===== src/rtl/dsc_pkg.sv =====
package dsc_pkg;
  typedef enum logic [2:0] {
    ST_IDLE  = 3'd0,
    ST_AZERO = 3'd1,
    ST_INTEG = 3'd2,
    ST_DEINT = 3'd3,
    ST_DONE  = 3'd4
  } dsc_state_e;

  localparam int SW_W    = 3;
  localparam int SW_IN   = 0;
  localparam int SW_REF  = 1;
  localparam int SW_ZERO = 2;
endpackage


===== src/rtl/dsc_phase_cnt.sv =====
module dsc_phase_cnt #(
  parameter int W = 8
) (
  input  logic         clk,
  input  logic         rst_n,
  input  logic         clr,
  input  logic         inc,
  output logic [W-1:0] cnt,
  output logic         at_max
);
  always_ff @(posedge clk) begin
    if (!rst_n)   cnt <= '0;
    else if (clr) cnt <= '0;
    else if (inc) cnt <= cnt + 1'b1;
  end

  assign at_max = &cnt;
endmodule


===== src/rtl/dsc_ctrl.sv =====
module dsc_ctrl
  import dsc_pkg::*;
#(
  parameter int W         = 8,
  parameter int AZ_CYCLES = 4
) (
  input  logic            clk,
  input  logic            rst_n,
  input  logic            start,
  input  logic            zc,
  input  logic [W-1:0]    cnt,
  input  logic            at_max,
  output dsc_state_e      state_o,
  output logic            cnt_clr,
  output logic            cnt_inc,
  output logic            load,
  output logic            over_load,
  output logic [SW_W-1:0] sw_sel
);
  localparam logic [W-1:0] AZ_LAST = W'(AZ_CYCLES - 1);

  dsc_state_e state_q, state_d;

  always_comb begin
    state_d   = state_q;
    cnt_clr   = 1'b0;
    cnt_inc   = 1'b0;
    load      = 1'b0;
    over_load = 1'b0;
    unique case (state_q)
      ST_IDLE: begin
        cnt_clr = 1'b1;
        if (start) state_d = ST_AZERO;
      end
      ST_AZERO: begin
        cnt_inc = 1'b1;
        if (cnt == AZ_LAST) begin
          cnt_clr = 1'b1;
          state_d = ST_INTEG;
        end
      end
      ST_INTEG: begin
        cnt_inc = 1'b1;
        if (at_max) begin
          cnt_clr = 1'b1;
          state_d = ST_DEINT;
        end
      end
      ST_DEINT: begin
        cnt_inc = 1'b1;
        if (zc) begin
          load    = 1'b1;
          state_d = ST_DONE;
        end else if (at_max) begin
          load      = 1'b1;
          over_load = 1'b1;
          state_d   = ST_DONE;
        end
      end
      ST_DONE: state_d = ST_IDLE;
      default: state_d = ST_IDLE;
    endcase
  end

  always_ff @(posedge clk) begin
    if (!rst_n) state_q <= ST_IDLE;
    else        state_q <= state_d;
  end

  always_comb begin
    sw_sel = '0;
    case (state_q)
      ST_INTEG: sw_sel[SW_IN]   = 1'b1;
      ST_DEINT: sw_sel[SW_REF]  = 1'b1;
      default:  sw_sel[SW_ZERO] = 1'b1;
    endcase
  end

  assign state_o = state_q;

  AST_SW_ONEHOT: assert property (@(posedge clk) disable iff (!rst_n)
    $countones(sw_sel) == 1);
  AST_RUNUP_FULL: assert property (@(posedge clk) disable iff (!rst_n)
    (state_q == ST_INTEG && !at_max) |=> state_q == ST_INTEG);
  AST_START_IGNORED: assert property (@(posedge clk) disable iff (!rst_n)
    (state_q != ST_IDLE && state_q != ST_DONE) |=> state_q != ST_IDLE);
endmodule


===== src/rtl/dsc_result.sv =====
module dsc_result #(
  parameter int W = 8
) (
  input  logic         clk,
  input  logic         rst_n,
  input  logic         load,
  input  logic         over_in,
  input  logic [W-1:0] cnt,
  output logic [W-1:0] result,
  output logic         over_range,
  output logic         res_valid
);
  always_ff @(posedge clk) begin
    if (!rst_n) begin
      result     <= '0;
      over_range <= 1'b0;
      res_valid  <= 1'b0;
    end else begin
      res_valid <= load;
      if (load) begin
        result     <= over_in ? '1 : cnt;
        over_range <= over_in;
      end
    end
  end

  AST_VALID_ONE_CLK: assert property (@(posedge clk) disable iff (!rst_n)
    res_valid |=> !res_valid);
  AST_RESULT_HOLD: assert property (@(posedge clk) disable iff (!rst_n)
    !load |=> ($stable(result) && $stable(over_range)));
  AST_OVER_SATURATES: assert property (@(posedge clk) disable iff (!rst_n)
    over_range |-> &result);
endmodule


===== src/rtl/dual_slope_seq.sv =====
module dual_slope_seq
  import dsc_pkg::*;
#(
  parameter int CNT_W     = 8,
  parameter int AZ_CYCLES = 4
) (
  input  logic             clk,
  input  logic             rst_n,
  input  logic             start,
  input  logic             zero_cross,
  output logic [2:0]       sw_sel,
  output logic             busy,
  output logic [CNT_W-1:0] result,
  output logic             over_range,
  output logic             res_valid
);
  logic [CNT_W-1:0] cnt;
  logic             at_max, cnt_clr, cnt_inc, load, over_load;
  dsc_state_e       state;

  dsc_phase_cnt #(.W(CNT_W)) u_cnt (
    .clk(clk), .rst_n(rst_n), .clr(cnt_clr), .inc(cnt_inc),
    .cnt(cnt), .at_max(at_max)
  );

  dsc_ctrl #(.W(CNT_W), .AZ_CYCLES(AZ_CYCLES)) u_ctrl (
    .clk(clk), .rst_n(rst_n), .start(start), .zc(zero_cross),
    .cnt(cnt), .at_max(at_max), .state_o(state),
    .cnt_clr(cnt_clr), .cnt_inc(cnt_inc), .load(load),
    .over_load(over_load), .sw_sel(sw_sel)
  );

  dsc_result #(.W(CNT_W)) u_res (
    .clk(clk), .rst_n(rst_n), .load(load), .over_in(over_load),
    .cnt(cnt), .result(result), .over_range(over_range),
    .res_valid(res_valid)
  );

  assign busy = (state != ST_IDLE);

  logic in_deint;
  assign in_deint = (state == ST_DEINT);

  AST_DEINT_FROM_ZERO: assert property (@(posedge clk) disable iff (!rst_n)
    $rose(in_deint) |-> cnt == '0);
  AST_VALID_IN_DONE: assert property (@(posedge clk) disable iff (!rst_n)
    res_valid |-> (busy && sw_sel == 3'b100));
endmodule


===== config.mk =====
export PLATFORM = sky130hd
export DESIGN_NAME = dual_slope_seq
export DESIGN_NICKNAME = d
export VERILOG_FILES = /design/src/rtl/dsc_pkg.sv /design/src/rtl/dsc_phase_cnt.sv /design/src/rtl/dsc_ctrl.sv /design/src/rtl/dsc_result.sv /design/src/rtl/dual_slope_seq.sv
export SDC_FILE = /design/constraint.sdc
export NUM_CORES = 1
export LEC_CHECK = 0
export CORE_AREA = 2 2 54 56
export CTS_CLUSTER_SIZE = 28
export DETAILED_ROUTE_END_ITERATION = 12
export DIE_AREA = 0 0 56 58
export PLACE_DENSITY_LB_ADDON = 0.2
export SYNTH_ARGS = -nofsm -noshare
export SYNTH_HDL_FRONTEND = slang
export SYNTH_SLANG_ARGS = --single-unit

===== constraint.sdc =====
create_clock -name clk -period 1.6 [get_ports clk]
set_clock_uncertainty 0.1 [all_clocks]
set_input_delay 0.16 -clock clk [delete_from_list [all_inputs] [get_ports clk]]
set_output_delay 0.16 -clock clk [all_outputs]
set_load 0.01 [all_outputs]

==> run summary <==
Detail Route Antenna Nets -> 0
syn nets -> 107
worst r2r dst -> u_res.result[2]
Worst Path Buf+Inv -> 0
top_reg_cell synth -> dfxtp_1
CP startpoint -> u_cnt.cnt[1]
slowest CP cell -> dfxtp_1
endpoints failing setup -> 0
Max Slew Vio Count -> 0
clk buf depth -> 2
Critical Path, Cell by Cell -> ha_4, and3_4, and2_4, o21a_4, o221a_1
Die Height -> 58 um
CP endpoint kind -> flip-flop
Critical Path End -> u_res.result[2]
CTS tree -> built
Post-CTS Hold Buffers -> 0
largest net degree at the start of global routing -> 13
leak pwr -> 0.471 nW
Crit path largest cell delay -> 0.36 ns
period utilisation layout -> 96.8%
setup ws final -> 0.0519 ns
Final Util -> 51.0%
cell total after placement -> 155
# nets final -> 135
Synth Register Bits -> 21
Pwr Density -> 1130 nW/um^2
I/O pin cnt -> 18
RSZ-0062 raised after global routing -> no
via count -> 818
routed len/inst -> 13.2 um
CTS H-tree depth -> 1
Crit Path Class -> reg2reg
global-route wire length before repair -> 3710 um
die width -> 56 um
routed wire length -> 2110 um
Critical R2R Launch -> u_cnt.cnt[1]
Starting DRT DRC Count -> 18
Num CTS Buffers -> 3
synthesized area -> 1010 um^2
hold_ws -> 0.370 ns
DRC viols -> 0
share of cells above drive strength 1 -> 27.9%
Port Buffers -> 17
max-cap violation count -> 0
DP HPWL -> 1570 um
Clock Root Buffer -> clkbuf_4
fin crit period -> 1.55 ns
status -> complete, no violations
vias in the first global route -> 764
gr usage total -> 14.8%
sequential share of the synthesized area -> 41.7%
maximum VDD drop -> 0.741 mV
crit path DAT -> 1.67 ns
pre-CTS worst setup slack -> -0.0347 ns
GP Congestion -> 0.768
R2R Setup Slk -> 0.05 ns
R2R cell count -> 5
Crit path max-delay family -> compound AO/OA/AOI/OAI gates
grt ovf -> 0
relative slew slack -> 71.5%
Worst-path clk slew -> 0.13 ns
post-DR vias/cell -> 5.11
core area -> 2660 um^2
layout overhead on the synthesized area -> 34.9%
CP startpoint kind -> flip-flop
mean area per synthesized cell -> 9.87 um^2
YS warnings -> 0
CTS sink count -> 21
final std cells w/o fill -> 160
Initial Util -> 37.8%
Cell variety after synth -> 35
logic depth of the worst setup path including buffers -> 5
Ant. Diodes -> 0
worst-path fanout max -> 10
Worst-Margin Slew -> 0.427 ns
final hold vios -> 0
fmax -> 646 MHz
Mapped Cells -> 102
Crit path required time -> 1.72 ns
antenna violations before repair -> 0
Hold Path Class -> reg2reg
first-pass detailed-route iteration total -> 4
Rows -> 19
Worst-Skew Late Latency -> 0.31 ns
ys async rst share -> 0%
Post-synth EDFFs -> 0
die footprint -> 3250 um^2
## worst register-to-register path, delay by kind of cell (launching register included)
family          cells  cell delay [ns]
compound gates      2             0.48
flops               1             0.36
simple gates        2             0.35
fa+ha+maj           1             0.17
## Yosys cell counts, types with 2 or more instances
master | instances | share of area, %
a21oi_1 | 3 | 1.5
and2_1 | 3 | 1.9
buf_2 | 2 | 0.99
buf_4 | 2 | 1.5
buf_6 | 2 | 2.2
clkbuf_1 | 2 | 0.75
dfxtp_1 | 21 | 42
mux2i_1 | 3 | 3.0
nand2_1 | 13 | 4.8
nand3_1 | 3 | 1.5
nor2_1 | 10 | 3.7
nor3_1 | 3 | 1.5
o21a_1 | 2 | 1.5
o221a_1 | 6 | 6.7
xnor2_1 | 6 | 5.2
xor2_1 | 2 | 1.7
## cell type report
class / count / area, um^2
inverter: 1 / 3.75
tap: 31 / 38.8
fill: 255 / 1300
multi-input combinational: 72 / 584
timing repair buffer: 31 / 275
clock inverter: 1 / 5.00
sequential: 21 / 429
clock buffer: 3 / 22.5
## routing by layer
layer	wire [um]	GRT usage (%)	vias up
li1	-	-	412
met1	1020	19.8	387
met2	962	22.2	15
met3	77	3.13	4
met4	45	8.16	0
met5	0	0	-
## worst min-delay path by stage
stage / cells past startpoint / from / end / slack, ns
floorplan: 2 / start / u_ctrl.state_o[0] / 0.27
global placement: 2 / u_res.result[5] / u_res.result[5] / 0.36
detailed placement: 2 / u_res.result[5] / u_res.result[5] / 0.36
CTS: 2 / u_res.result[5] / u_res.result[5] / 0.38
global route: 2 / u_res.result[5] / u_res.result[5] / 0.39
finish: 2 / u_res.result[5] / u_res.result[5] / 0.37
## where the power goes
part / internal, mW / switching, mW
registers: 0.572 / 0.0518
logic: 0.340 / 0.307
clock network: 0.0934 / 0.171
total: 1.01 / 0.530
## kinds of logic after synthesis
group                    synth area share, %
adder cells (fa/ha/maj)                 1.24
AO/OA/AOI/OAI                           18.5
flip-flops                              41.7
multiplexers                            2.98
XOR/XNOR                                6.96
buffers and inverters                   5.84
AND/OR/NAND/NOR                         22.7
## flip-flops by register name, summed over array words and instances (netlist names)
signal            cells
u_res.res_valid       1
u_cnt.cnt             8
u_res.over_range      1
u_res.result          8
u_ctrl.state_o        3
## cells in the final DEF (no fill, tap or decap), types with 2 or more instances in the layout
master and n:
buf_4 13, nand3_1 3, and2_1 3, o221a_1 6, xnor2_1 6, dfxtp_1 16
clkbuf_4 3, nor2_1 10, clkdlybuf4s50_1 13, a21oi_1 3, dlygate4sd2_1 3, mux2i_1 3
dfxtp_2 4, xor2_1 2, nor3_1 3, nand2_1 12
## what timing repair did
item / in CTS / in global routing
buffers inserted: 0 / 1
gates resized for setup: 11 / 9
pin swaps: 0 / 2
endpoints found under the setup margin: 13 / 17
## through the flow
step	TNS (ns)	total power, mW	instance area (um^2)
5_1_grt	0	1.63	1360
3_3_place_gp	0	1.22	1260
4_1_cts	0	1.47	1310
3_5_place_dp	-0.157	1.23	1260
2_1_floorplan	0	1.02	1010
6_report	0	1.54	1360
Note: power is estimated with default switching activity, not from simulation.
